===== src/rtl/rx_irq_pkg.sv =====
package rx_irq_pkg;
  localparam logic [7:0] ID_NONE    = 8'hC1;
  localparam logic [7:0] ID_LINE    = 8'hC6;
  localparam logic [7:0] ID_AVAIL   = 8'hC4;
  localparam logic [7:0] ID_TIMEOUT = 8'hCC;

  typedef enum logic [1:0] {
    SRC_NONE,
    SRC_LINE,
    SRC_AVAIL,
    SRC_TIMEOUT
  } irq_src_e;

  function automatic logic [7:0] src_to_id(input irq_src_e s);
    case (s)
      SRC_LINE:    return ID_LINE;
      SRC_AVAIL:   return ID_AVAIL;
      SRC_TIMEOUT: return ID_TIMEOUT;
      default:     return ID_NONE;
    endcase
  endfunction
endpackage


===== src/rtl/rx_irq_trig.sv =====
module rx_irq_trig #(
  parameter int DEPTH = 16,
  parameter int CNT_W = $clog2(DEPTH + 1)
) (
  input  logic [1:0]       trig_sel,
  input  logic [CNT_W-1:0] fifo_count,
  output logic [CNT_W-1:0] level,
  output logic             at_level
);
  localparam int LVL0 = 1;
  localparam int LVL1 = DEPTH / 4;
  localparam int LVL2 = DEPTH / 2;
  localparam int LVL3 = DEPTH - 2;

  logic [CNT_W-1:0] lvl_tab [4];

  generate
    for (genvar i = 0; i < 4; i++) begin : g_lvl
      localparam int V = (i == 0) ? LVL0 : (i == 1) ? LVL1 : (i == 2) ? LVL2 : LVL3;
      assign lvl_tab[i] = CNT_W'(V);
    end
  endgenerate

  always_comb begin
    level    = lvl_tab[trig_sel];
    at_level = (fifo_count >= level);
  end
endmodule


===== src/rtl/rx_irq_prio.sv =====
module rx_irq_prio
  import rx_irq_pkg::*;
#(
  parameter int ERR_W = 3
) (
  input  logic             active,
  input  logic             not_empty,
  input  logic [ERR_W-1:0] head_err,
  input  logic             at_level,
  input  logic             timeout_pend,
  output irq_src_e         src
);
  always_comb begin
    src = SRC_NONE;
    if (active) begin
      if (not_empty && (|head_err))      src = SRC_LINE;
      else if (at_level)                 src = SRC_AVAIL;
      else if (not_empty && timeout_pend) src = SRC_TIMEOUT;
    end
  end
endmodule


===== src/rtl/rx_irq_ready.sv =====
module rx_irq_ready #(
  parameter int CNT_W = 5
) (
  input  logic             clk,
  input  logic             rst,
  input  logic             push,
  input  logic [CNT_W-1:0] fifo_count,
  output logic             ready
);
  always_ff @(posedge clk) begin
    if (rst)                   ready <= 1'b0;
    else if (push)             ready <= 1'b1;
    else if (fifo_count == '0) ready <= 1'b0;
  end

  assert_dr_push_R8: assert property (@(posedge clk) disable iff (rst)
    (!$past(rst) && $past(push)) |-> ready);
endmodule


===== src/rtl/rx_irq_ctrl.sv =====
module rx_irq_ctrl
  import rx_irq_pkg::*;
#(
  parameter int DEPTH = 16,
  parameter int ERR_W = 3,
  parameter int CNT_W = $clog2(DEPTH + 1)
) (
  input  logic             clk,
  input  logic             rst,
  input  logic             fifo_en,
  input  logic             rx_irq_en,
  input  logic [1:0]       trig_sel,
  input  logic [CNT_W-1:0] fifo_count,
  input  logic             push,
  input  logic             pop,
  input  logic [ERR_W-1:0] head_err,
  input  logic             timeout_pend,
  output logic             irq,
  output logic [7:0]       irq_id,
  output logic             data_ready
);
  logic             active;
  logic             not_empty;
  logic [CNT_W-1:0] level;
  logic             at_level;
  irq_src_e         src;

  // pop only matters through the count it changes
  logic unused_pop;
  assign unused_pop = pop;

  assign active    = fifo_en & rx_irq_en;
  assign not_empty = (fifo_count != '0);

  rx_irq_trig #(.DEPTH(DEPTH), .CNT_W(CNT_W)) u_trig (
    .trig_sel  (trig_sel),
    .fifo_count(fifo_count),
    .level     (level),
    .at_level  (at_level)
  );

  rx_irq_prio #(.ERR_W(ERR_W)) u_prio (
    .active      (active),
    .not_empty   (not_empty),
    .head_err    (head_err),
    .at_level    (at_level),
    .timeout_pend(timeout_pend),
    .src         (src)
  );

  rx_irq_ready #(.CNT_W(CNT_W)) u_ready (
    .clk       (clk),
    .rst       (rst),
    .push      (push),
    .fifo_count(fifo_count),
    .ready     (data_ready)
  );

  always_ff @(posedge clk) begin
    if (rst) begin
      irq    <= 1'b0;
      irq_id <= ID_NONE;
    end else begin
      irq    <= (src != SRC_NONE);
      irq_id <= src_to_id(src);
    end
  end

  assert_irq_matches_id_R10: assert property (@(posedge clk) disable iff (rst)
    irq == (irq_id != ID_NONE));

  assert_idle_when_off_R2: assert property (@(posedge clk) disable iff (rst)
    (!$past(rst) && !$past(fifo_en && rx_irq_en)) |-> (irq_id == ID_NONE && !irq));

  assert_line_first_R6: assert property (@(posedge clk) disable iff (rst)
    (!$past(rst) && $past(fifo_en && rx_irq_en && (fifo_count != '0) && (|head_err)))
      |-> (irq_id == ID_LINE));

  assert_no_avail_below_R4: assert property (@(posedge clk) disable iff (rst)
    (!$past(rst) && $past(fifo_count < level)) |-> (irq_id != ID_AVAIL));
endmodule


===== config.mk =====
export PLATFORM = sky130hd
export DESIGN_NAME = rx_irq_ctrl
export DESIGN_NICKNAME = d
export VERILOG_FILES = /design/src/rtl/rx_irq_pkg.sv /design/src/rtl/rx_irq_trig.sv /design/src/rtl/rx_irq_prio.sv /design/src/rtl/rx_irq_ready.sv /design/src/rtl/rx_irq_ctrl.sv
export SDC_FILE = /design/constraint.sdc
export NUM_CORES = 1
export LEC_CHECK = 0
export ABC_AREA = 1
export BUFFER_PORTS_ARGS = -buffer_cell sky130_fd_sc_hd__buf_2
export CAP_MARGIN = 20
export CORE_MARGIN = 2
export CORE_UTILIZATION = 25
export DETAILED_ROUTE_END_ITERATION = 12
export GPL_TIMING_DRIVEN = 0
export PLACE_DENSITY = 0.59
export SYNTH_ARGS = -nofsm -noshare
export SYNTH_HDL_FRONTEND = slang
export SYNTH_SLANG_ARGS = --single-unit

===== constraint.sdc =====
create_clock -name clk -period 3.96 [get_ports clk]
set_clock_uncertainty 0.2 [all_clocks]
set_input_delay 0.396 -clock clk [delete_from_list [all_inputs] [get_ports clk]]
set_output_delay 0.396 -clock clk [all_outputs]
set_load 0.02 [all_outputs]

-- Word-level counts from Yosys, hierarchy flattened
Index checks and enable logic that the tools add are counted.
- reduce and logical (&&, ||, !) cells: 7
- equal/unequal tests: 3
- bitwise gates (word level): 2
- order comparisons: 2
- muxes and demuxes: 10
- operators by type and width (cell ; count):
    case mux 4 bit (3 select lines) ; 1
    binary-select mux 5 bit (select 2 bit) ; 1
    two-way mux 5 bit ; 2
    two-way mux 2 bit ; 4
    >= comparator 5 bit ; 1
    logical NOT 5 bit ; 1
    nonzero test 5 bit ; 1
    equality test 2 bit (second input constant) ; 2
    nonzero test 2 bit ; 2
    >= comparator 3 bit (second input constant) ; 1
    inverter 2 -> 3 bit ; 1
    OR reduction 3 bit ; 1
    equality test 2 x 1 -> 1 bit (second input constant) ; 1
    logical AND 1 bit ; 2
    two-way mux 1 bit ; 2
    bitwise AND 1 bit ; 1
- output and inout port bits: 10
- flip-flop bits (word level): 10

-- Depth between registers and ports, before layout
Gate-level depths: netlist of the first run.
- depth in word-level cells: 10
- gate-level depth with buffers: 12
- gate-level depth less buffers: 12

-- Modules after synthesis
A second synthesis of the first run with hierarchy kept.
- cell total of the unflattened synthesis: 71
- area total of the unflattened synthesis: 447.9 um^2
- modules (own cells, without submodules) (module ; area each (um^2) ; cells an instance ; seq. area each (um^2) ; times used):
    rx_irq_ctrl ; 196.4 ; 25 ; 100.1 ; 1
    rx_irq_trig ; 152.6 ; 28 ; 0.0 ; 1
    rx_irq_ready ; 52.6 ; 8 ; 20.0 ; 1
    rx_irq_prio ; 46.3 ; 10 ; 0.0 ; 1

-- Worst setup path before layout of the first run
No wires, ideal clock.
- path type: input to register
- from: in trig_sel[1]
- to: reg irq_id[0]
- arrival time: 1.245 ns
- required time: 3.652 ns
- path buffers: 0
- slack: 2.408 ns
- stages: 10
- setup time: 0.108 ns
- cells stage by stage: inv_1 > ha_1 > nand3_1 > nand3_1 > nor2_1 > nand2_1 > nand2_1 > nand2_2 > nand2_2 > inv_2
- cells in the longest elaborated chain, start to end: 10
- elaborated cells on any way between the ends: 12
- those cells by class: order compare (1); eq/ne (3); mux (7); bitwise (1)
- ends and longest elaborated chain (item ; RTL line ; source):
    start, declared ; rx_irq_ctrl.sv:12 ; input logic [1:0] trig_sel,
    inverter 2 -> 3 bit (implied by the code) (*) ; rx_irq_trig.sv:25 ; level = lvl_tab[trig_sel];
    binary-select mux 5 bit (select 2 bit) (*) ; rx_irq_trig.sv:25 ;
    two-way mux 5 bit (implied by the code) (*) (2 in series) ; rx_irq_trig.sv:25 ;
    >= comparator 5 bit (*) ; rx_irq_trig.sv:26 ; at_level = (fifo_count >= level);
    two-way mux 2 bit (*) ; rx_irq_prio.sv:17 ; else if (at_level) src = SRC_AVAIL;
    two-way mux 2 bit (*) ; rx_irq_prio.sv:16 ; if (not_empty && (|head_err)) src = SRC_LINE;
    two-way mux 2 bit (*) ; rx_irq_prio.sv:15 ; if (active) begin
    equality test 2 bit / equality test 2 x 1 -> 1 bit (equally long branches) ; rx_irq_pkg.sv:15 ; case (s)
    case mux 4 bit (3 select lines) (*) ; rx_irq_pkg.sv:15 ;
    end signal, assigned ; rx_irq_ctrl.sv:65 ; irq_id <= src_to_id(src);
    end, declared ; rx_irq_ctrl.sv:19 ; output logic [7:0] irq_id,
Every way passes the cells marked *; elsewhere a longest branch is shown, timed or not. The select of a mux whose other input is x is not followed.
A chain may end at the register's enable or synchronous reset.

-- Worst setup path after layout of the first run
Ends and elaborated chain as after synthesis.

==> results.py, run 1 <==
metrics = {
    "status": {
        "run_status": "complete, no violations",
    },
    "floorplan": {
        "floorplan.rows": 14,
        "die_area_um2": 1860,
        "die-height_um": 43.1,
        "floorplan.initialDensity": 0.260,
        "die_width_um": 43.1,
        "placeableCoreArea_um2": 1470,
        "design.portCount": 27,
    },
    "clocking": {
        "hold_buffers": 0,
        "ctsRootBufferMaster": "sky130_fd_sc_hd__clkbuf_4",
        "clock_insertion_delay_at_the_later_pin_of_the_skew_report_ns": 0.24,
        "cts_max_path_buffers": 2,
        "cts_repair_resize_count": 0,
        "htree_levels": 1,
        "clk_transition_reported_paths_ns": 0.04,
        "tritoncts": "built",
        "cts.sinks": 5,
        "cts_setup_buffers": 0,
        "cts_buffers": 3,
    },
    "routing": {
        "route.met2.wl_um": 372,
        "wirelength_met1_um": 271,
        "topRoutingLayerUsed": "met3",
        "routed_wire_length_per_instance_um": 6.87,
        "drt_pre_antenna_iters": 1,
        "post-route-drc-count": 0,
        "vias": 381,
        "drtAntennaViolNets": 0,
        "routed_wl_um": 694,
        "detailroute.wirelength.met3_um": 51,
        "drt-initial-drc-count": 0,
        "detail_route.vias_per_cell": 3.77,
    },
    "setup_path": {
        "critical_path.max_fanout": 3,
        "cp_slowest_cell": "sky130_fd_sc_hd__ha_1",
        "critPathRequiredTime_ns": 3.90,
        "crit_path_cell_trace": "buf_2 -> inv_1 -> ha_1 -> nand3_1 -> nand3_1 -> nor2_1 -> nand2_1 -> nand2_1 -> nand2_2 -> nand2_2 -> inv_2",
        "worst_ep_arrival_time_ns": 1.44,
        "rr_startpoint": "u_ready.ready",
        "critical_register_to_register_path_endpoint": "u_ready.ready",
        "startpoint": "trig_sel[1]",
        "critPathMaxStageDelay_ns": 0.32,
        "timing.critical_path.to": "irq_id[0]",
        "worst_setup_path_end_kind": "flip-flop",
        "timing.reg2reg.setup_slack_ns": 3.16,
        "crit_path_start_kind": "primary input",
        "worst-r2r-cell-count": 2,
        "path_class": "primary input to flip-flop",
    },
    "min_path": {
        "timing.hold.worst.class": "primary input to flip-flop",
    },
    "layout": {
        "final_layout_size_suffix_gt1_frac": 0.459,
        "antennaDiodeCount": 0,
        "final_util": 0.368,
        "fin_nets": 107,
        "area.growth.synth_to_final_pct": 41.5,
    },
    "placed_design": {
        "gpl.final_weighted_congestion": 0.738,
        "placement.io_buffers": 21,
        "place_hpwl_um": 638,
    },
    "power": {
        "static-leakage-power_nw": 0.327,
        "max-vdd-ir-drop_v": 0.0000694,
        "power.density_nw_per_um2": 278,
    },
    "run": {
        "max_cap_violations": 0,
    },
    "grt": {
        "first_pass_grt_wire_length_mm": 1.30,
        "antenna_found_initial": 0,
        "grt_overflow": 0,
        "grt_start_max_net_pins": 5,
        "number_of_global_route_vias_before_repair": 359,
        "track_usage": 0.0926,
    },
    "synth": {
        "synth_cell_types": 14,
        "synth-seq-cells": 5,
        "synthesis.yosys.warnings": 0,
        "dominant_cells_by_area_after_synthesis": "sky130_fd_sc_hd__dfxtp_1 26%, sky130_fd_sc_hd__ha_1 13%, sky130_fd_sc_hd__nand2_1 11%, sky130_fd_sc_hd__buf_4 9.8%, sky130_fd_sc_hd__nor2_1 8.8%",
        "synthesis.instances": 58,
        "yosysSeqAreaShare": 0.261,
        "post_synth_design_cell_area_um2": 383,
        "syn_avg_cell_area_um2": 6.60,
        "synth_top_cell_by_area": "sky130_fd_sc_hd__dfxtp_1",
        "netlist.area_leader.share": 0.261,
    },
    "sta": {
        "tns_ns": 0,
        "timing.final.crit_period_ns": 1.50,
        "finalSetupViolCount": 0,
        "final_max_slew_viol_count": 0,
        "final_hold_viol_count": 0,
        "period_utilization_post_route": 0.378,
        "maxClockFrequency_mhz": 669,
        "grt_setup_unrepaired": "false",
    },
}
metrics by stage:
stage / power [mW] / cells / hold slack, ns / worst slack (ns) / cell area, um2
detailed placement: 0.0944 / 97 / 0.302 / 2.20 / 515
global placement: 0.0936 / 97 / 0.264 / 2.22 / 515
floorplan: 0.0804 / 60 / 0.268 / 2.41 / 390
finish: 0.151 / 101 / 0.146 / 2.46 / 542
CTS: 0.154 / 101 / 0.137 / 2.45 / 542
global route: 0.162 / 101 / 0.161 / 2.31 / 542
report_power, final:
part / internal (mW) / switching (mW)
Clock: 0.0380 / 0.0196
Combinational: 0.0176 / 0.0218
Sequential: 0.0528 / 0.000705
Total: 0.108 / 0.0422
area by class of cell:
type / instances / area (um2)
buffer: 5 / 37.5
sequential: 5 / 100
multi-input combinational: 40 / 215
clock buffer: 4 / 26.3
tap: 16 / 20.0
inverter: 10 / 37.5
fill: 175 / 930
timing repair buffer: 21 / 105
synthesized netlist by cell type:
library cell,count
sky130_fd_sc_hd__conb_1,2
sky130_fd_sc_hd__nand3_1,4
sky130_fd_sc_hd__dfxtp_1,5
sky130_fd_sc_hd__a21oi_1,1
sky130_fd_sc_hd__nand3_2,1
sky130_fd_sc_hd__ha_1,4
sky130_fd_sc_hd__buf_4,5
sky130_fd_sc_hd__nand2_1,11
sky130_fd_sc_hd__nor2_2,2
sky130_fd_sc_hd__inv_1,7
sky130_fd_sc_hd__inv_2,3
sky130_fd_sc_hd__nand2_2,3
sky130_fd_sc_hd__a21oi_2,1
sky130_fd_sc_hd__nor2_1,9
sequential cells by signal, indices dropped and copies added, names as in the netlist:
register	count
irq_id	4
u_ready.ready	1
cell usage in the layout, fill, tap and decap left out, drive strengths merged:
master,Yosys,layout
buf,5,26
nand2,14,14
nor2,11,11
inv,10,10
dfxtp,5,5
nand3,5,5
ha,4,4
conb,2,4
clkbuf,0,4
a21oi,2,2
metal layers:
metal | global-route usage | vias up
met5 | 0 | -
met4 | 0.0727 | 0
met3 | 0.0298 | 0
met2 | 0.158 | 12
met1 | 0.0895 | 152
li1 | - | 217
worst min-delay path by stage:
stage                     depth (start not counted)             to  slack (ns)          start
after floorplan                                   1  u_ready.ready        0.27            rst
after global placement                            2  u_ready.ready        0.26  u_ready.ready
after detailed placement                          2  u_ready.ready        0.30  u_ready.ready
after CTS                                         2  u_ready.ready        0.14            rst
after global routing                              2  u_ready.ready        0.16            rst
final                                             2  u_ready.ready        0.15            rst
critical path: cells and delay by family:
family	cells	cell delay, ns
fa+ha+maj	1	0.32
buf+inv	3	0.17
simple gates	7	0.55
logic make-up (layout without fill, tap and decap cells):
family | count (synthesis) | count (layout) | synth area share
AND/OR/NAND/NOR | 30 | 30 | 0.356
adder cells (fa/ha/maj) | 4 | 4 | 0.131
other | 2 | 4 | 0.0196
flip-flops | 5 | 5 | 0.261
AO/OA/AOI/OAI | 2 | 2 | 0.0359
buffers and inverters | 15 | 40 | 0.196
No activity file was read; power rests on OpenSTA's default activity.
==> inputs of run 2 (changes only) <==
clock period = 1.41 ns   (was 3.96 ns; I/O delays follow)
==> results.py, run 2 (synthesis results as in run 1) <==
metrics = {
    "status": {
        "run_status": "complete, no violations",
    },
    "sta": {
        "final_hold_viol_count": 0,
        "final_max_slew_viol_count": 0,
        "period_utilization_post_route": 0.880,
        "finalSetupViolCount": 0,
        "grt_setup_unrepaired": "false",
        "maxClockFrequency_mhz": 806,
        "timing.final.crit_period_ns": 1.24,
        "tns_ns": 0,
    },
    "floorplan": {
        "design.portCount": 27,
        "floorplan.rows": 14,
        "die_width_um": 43.1,
        "floorplan.initialDensity": 0.260,
        "placeableCoreArea_um2": 1470,
        "die-height_um": 43.1,
        "die_area_um2": 1860,
    },
    "layout": {
        "mostFrequentLayoutCell": "sky130_fd_sc_hd__buf_2",
        "number_of_flip_flops_in_the_largest_register": 4,
        "fin_nets": 109,
        "layout.cells.most_common_list": "21 x sky130_fd_sc_hd__buf_2, 11 x sky130_fd_sc_hd__nand2_1, 9 x sky130_fd_sc_hd__nor2_1",
        "total_of_fill_cells_in_the_finished_design": 174,
        "area.growth.synth_to_final_pct": 46.7,
        "final_layout_size_suffix_gt1_frac": 0.448,
        "ff_latch_area_um2": 100,
        "largest-register": "irq_id",
        "antennaDiodeCount": 0,
        "final_util": 0.382,
        "reg_top3": "irq_id (4), u_ready.ready (1)",
        "multi_input_area_um2": 215,
    },
    "setup_path": {
        "cell_family_with_the_largest_share_of_critical_path_delay": "simple AND/OR/NAND/NOR gates",
        "crit_path_start_kind": "primary input",
        "critical_path.max_fanout": 3,
        "critPathMaxStageDelay_ns": 0.32,
        "critical_register_to_register_path_endpoint": "u_ready.ready",
        "timing.reg2reg.setup_slack_ns": 0.61,
        "worst-r2r-cell-count": 2,
        "critical_path_buf_inv_count": 3,
        "crit_path_cell_trace": "buf_2 -> inv_1 -> ha_1 -> nand3_1 -> nand3_1 -> nor2_1 -> nand2_1 -> nand2_1 -> nand2_2 -> nand2_2 -> inv_2",
        "cp_slowest_cell": "sky130_fd_sc_hd__ha_1",
        "rr_startpoint": "u_ready.ready",
        "worst_setup_path_end_kind": "flip-flop",
        "worst_ep_arrival_time_ns": 1.18,
        "path_class": "primary input to flip-flop",
        "critPathRequiredTime_ns": 1.35,
    },
    "min_path": {
        "holdPathEnd": "irq_id[1]",
        "worst_hold_startpoint": "rx_irq_en",
        "timing.hold.worst.class": "primary input to flip-flop",
        "hold_depth": 5,
    },
    "placed_design": {
        "placement.io_buffers": 21,
        "place_hpwl_um": 638,
        "gpl.final_weighted_congestion": 0.738,
    },
    "grt": {
        "antenna_found_initial": 0,
        "grt_start_max_net_pins": 5,
        "track_usage": 0.0935,
        "first_pass_grt_wire_length_mm": 1.31,
        "number_of_global_route_vias_before_repair": 368,
        "grt_overflow": 0,
    },
    "clocking": {
        "cts_max_path_buffers": 2,
        "tritoncts": "built",
        "htree_levels": 1,
        "cts_setup_buffers": 0,
        "ctsRootBufferMaster": "sky130_fd_sc_hd__clkbuf_4",
        "clock_insertion_delay_at_the_later_pin_of_the_skew_report_ns": 0.24,
        "cts.sinks": 5,
        "clk_transition_reported_paths_ns": 0.04,
        "cts_buffers": 3,
    },
    "power": {
        "static-leakage-power_nw": 0.335,
        "max-vdd-ir-drop_v": 0.000152,
        "power.density_nw_per_um2": 761,
    },
    "routing": {
        "detail_route.vias_per_cell": 3.81,
        "routed_wire_length_per_instance_um": 6.92,
        "post-route-drc-count": 0,
        "drt-initial-drc-count": 0,
        "routed_wl_um": 713,
        "drt_pre_antenna_iters": 1,
        "drtAntennaViolNets": 0,
        "vias": 392,
    },
    "run": {
        "max_cap_violations": 0,
    },
}
run 2: changes by cell type in the layout (fill, tap and decap cells not counted), sizes merged:
cell	delta
dlygate4sd3	+2
run 2: worst reg2reg max path, stage by stage, from the launching register on:
cell and delay [ns]:
sky130_fd_sc_hd__dfxtp_1 0.30, sky130_fd_sc_hd__a21oi_1 0.14, sky130_fd_sc_hd__nor2_1 0.05
run 2: area by class of cell:
class                   count  share of cell area
flip-flops and latches      5               0.178
plain buffers               5              0.0668
multi-input cells          40               0.383
clock buffers               4              0.0468
repair buffers             23               0.223
well taps                  16              0.0356
inverters                  10              0.0668
run 2: how the worst max path moves through the flow:
stage / from / end / depth (start not counted)
detailed placement: trig_sel[1] / irq_id[0] / 11
global placement: trig_sel[1] / irq_id[0] / 11
global route: trig_sel[1] / irq_id[0] / 11
finish: trig_sel[1] / irq_id[0] / 11
CTS: trig_sel[1] / irq_id[0] / 11
floorplan: trig_sel[1] / irq_id[0] / 10
run 2: power breakdown:
part,leakage (nW),switching [mW],internal (mW)
Combinational,0.279,0.0621,0.0531
Sequential,0.0411,0.00206,0.148
Clock,0.0150,0.0551,0.107
run 2: what timing repair did:
action | CTS | global route
hold endpoints to repair | 1 | 0
resized for setup | 0 | 0
hold buffers | 2 | 0
run 2: metrics by stage:
step	hold WS (ns)	setup slack, ns	cells	power (mW)	instance area [um2]
after global placement	0.134	-0.0767	97	0.263	515
after global routing	0.122	0.0111	103	0.459	562
after CTS	0.0909	0.156	103	0.438	562
after floorplan	0.0134	0.113	60	0.226	390
final	0.0986	0.169	103	0.427	562
after detailed placement	0.144	-0.0973	97	0.265	515
run 2: per-layer routing:
metal | global-route usage | wire length (um) | share of wire | up-vias
met4 | 0.0727 | 0 | 0 | 0
met1 | 0.0897 | 280 | 0.39 | 158
li1 | - | - | - | 222
met2 | 0.161 | 381 | 0.53 | 12
met3 | 0.0298 | 51 | 0.072 | 0
met5 | 0 | 0 | 0 | -
==> inputs of run 3 (changes only) <==
CORE_AREA = 2 2 39 41   (was default)
CORE_MARGIN = default   (was 2)
CORE_UTILIZATION = default   (was 25)
CTS_BUF_LIST = sky130_fd_sc_hd__clkbuf_16   (was default)
DIE_AREA = 0 0 41 43   (was default)
PLACE_DENSITY = 0.66   (was 0.59)
==> results.py, run 3 (synthesis results as in run 1) <==
metrics = {
    "status": {
        "run_status": "complete, no violations",
    },
    "placed_design": {
        "post_dp_cell_area_um2": 515,
        "gpl.final_weighted_congestion": 0.685,
        "place_hpwl_um": 639,
        "placement.io_buffers": 21,
        "dp.cells": 97,
    },
    "sta": {
        "maxClockFrequency_mhz": 803,
        "tns_ns": 0,
        "timing.final.crit_period_ns": 1.25,
        "period_utilization_post_route": 0.883,
        "final_max_slew_viol_count": 0,
        "grt_setup_unrepaired": "false",
        "finalSetupViolCount": 0,
        "final_hold_viol_count": 0,
    },
    "setup_path": {
        "timing.reg2reg.setup_slack_ns": 0.62,
        "worst-r2r-cell-count": 2,
        "critPathRequiredTime_ns": 1.33,
        "path_class": "primary input to flip-flop",
        "crit_path_start_kind": "primary input",
        "rr_startpoint": "u_ready.ready",
        "critical_register_to_register_path_endpoint": "u_ready.ready",
        "critical_path.max_fanout": 3,
        "worst_setup_path_end_kind": "flip-flop",
        "worst_ep_arrival_time_ns": 1.17,
    },
    "layout": {
        "stdcell_count": 103,
        "finalInstanceArea_um2": 658,
        "reg_top3": "irq_id (4), u_ready.ready (1)",
        "layout.cells.most_common_list": "20 x sky130_fd_sc_hd__buf_2, 11 x sky130_fd_sc_hd__nand2_1, 7 x sky130_fd_sc_hd__inv_1",
        "final_util": 0.476,
        "largest-register": "irq_id",
        "area.growth.synth_to_final_pct": 71.9,
        "fin_nets": 109,
        "final_layout_size_suffix_gt1_frac": 0.517,
        "mostFrequentLayoutCell": "sky130_fd_sc_hd__buf_2",
        "number_of_flip_flops_in_the_largest_register": 4,
        "antennaDiodeCount": 0,
    },
    "grt": {
        "number_of_global_route_vias_before_repair": 341,
        "grt_overflow": 0,
        "antenna_found_initial": 0,
        "grt_start_max_net_pins": 5,
        "first_pass_grt_wire_length_mm": 1.22,
        "track_usage": 0.0959,
    },
    "clocking": {
        "cts.sinks": 5,
        "cts_buffers": 3,
        "ctsRootBufferMaster": "sky130_fd_sc_hd__clkbuf_16",
        "tritoncts": "built",
        "clock_insertion_delay_at_the_later_pin_of_the_skew_report_ns": 0.22,
        "clk_transition_reported_paths_ns": 0.03,
        "cts_setup_buffers": 0,
        "htree_levels": 1,
        "cts_max_path_buffers": 2,
    },
    "routing": {
        "detail_route.vias_per_cell": 3.87,
        "drt-initial-drc-count": 1,
        "vias": 399,
        "routed_wl_um": 791,
        "drtAntennaViolNets": 0,
        "drt_pre_antenna_iters": 2,
        "routed_wire_length_per_instance_um": 7.68,
        "post-route-drc-count": 0,
    },
    "min_path": {
        "holdPathEnd": "irq_id[1]",
        "worst_hold_startpoint": "rx_irq_en",
        "timing.hold.worst.class": "primary input to flip-flop",
        "hold_depth": 5,
    },
    "floorplan": {
        "floorplan.rows": 14,
        "die-height_um": 43,
        "die_width_um": 41,
        "floorplan.initialDensity": 0.277,
        "design.portCount": 27,
        "die_area_um2": 1760,
        "placeableCoreArea_um2": 1380,
    },
    "power": {
        "static-leakage-power_nw": 0.364,
        "max-vdd-ir-drop_v": 0.000349,
        "power.density_nw_per_um2": 1110,
    },
    "run": {
        "max_cap_violations": 0,
    },
}
## run 3: cell count changes in the layout (fill, tap and decap cells not counted), moves of 2 or more
cell                        change
sky130_fd_sc_hd__nor2_2         +2
sky130_fd_sc_hd__clkbuf_4       -3
sky130_fd_sc_hd__clkbuf_16      +3
sky130_fd_sc_hd__ha_4           +2
sky130_fd_sc_hd__nor2_1         -3
sky130_fd_sc_hd__ha_1           -2
## run 3: cell type report
cell class                 instances  area (um2)
fill                             141         726
multi-input combinational         40         253
timing repair buffer              23         131
sequential                         5         100
clock buffer                       3        75.1
buffer                             5        37.5
inverter                          10        37.5
tap                               16        20.0
clock inverter                     1        3.75
## run 3: worst max path at each step
stage,start,slack (ns),endpoint,cells after the start
after floorplan,trig_sel[1],0.11,irq_id[0],10
after global placement,trig_sel[1],-0.08,irq_id[0],11
after detailed placement,trig_sel[1],-0.11,irq_id[0],13
after CTS,trig_sel[1],0.12,irq_id[0],13
after global routing,trig_sel[1],0.01,irq_id[0],13
final,trig_sel[1],0.16,irq_id[0],13
## run 3: where the power goes
part           leakage [nW]  internal, mW  total, mW  switching [mW]
registers            0.0411         0.149      0.151         0.00240
logic                 0.281        0.0607      0.130          0.0696
clock network        0.0423         0.366      0.450          0.0836
## run 3: per-stage QoR
step                power, mW  hold slack (ns)  setup slack, ns
finish                  0.732            0.106            0.165
global route            0.765            0.151           0.0141
CTS                     0.725            0.114            0.115
detailed placement      0.265            0.140           -0.114
global placement        0.263            0.135          -0.0819
floorplan               0.226           0.0134            0.113
## run 3: repair_timing
action | CTS | global route
gates resized for setup | 0 | 9
setup endpoints to repair | 0 | 4
hold buffers | 2 | 0
endpoints found under the hold margin | 1 | 0
## run 3: worst max-delay path, stage by stage
cell and delay [ns]:
sky130_fd_sc_hd__buf_2 0.12, sky130_fd_sc_hd__nor2_4 0.10, sky130_fd_sc_hd__ha_4 0.21, sky130_fd_sc_hd__inv_2 0.04, sky130_fd_sc_hd__nand2_1 0.04, sky130_fd_sc_hd__nand2_1 0.06, sky130_fd_sc_hd__nor2_2 0.04, sky130_fd_sc_hd__nor2_2 0.11
sky130_fd_sc_hd__nand2_1 0.06, sky130_fd_sc_hd__nand2_1 0.07, sky130_fd_sc_hd__nand2_2 0.06, sky130_fd_sc_hd__nand2_2 0.08, sky130_fd_sc_hd__inv_2 0.03
## run 3: layer usage
layer | wire [um] | global-route usage | share of wire
met1 | 289 | 0.0918 | 0.37
met2 | 426 | 0.197 | 0.54
met3 | 75 | 0.00524 | 0.095
met4 | 0 | 0.0200 | 0
met5 | 0 | 0 | 0
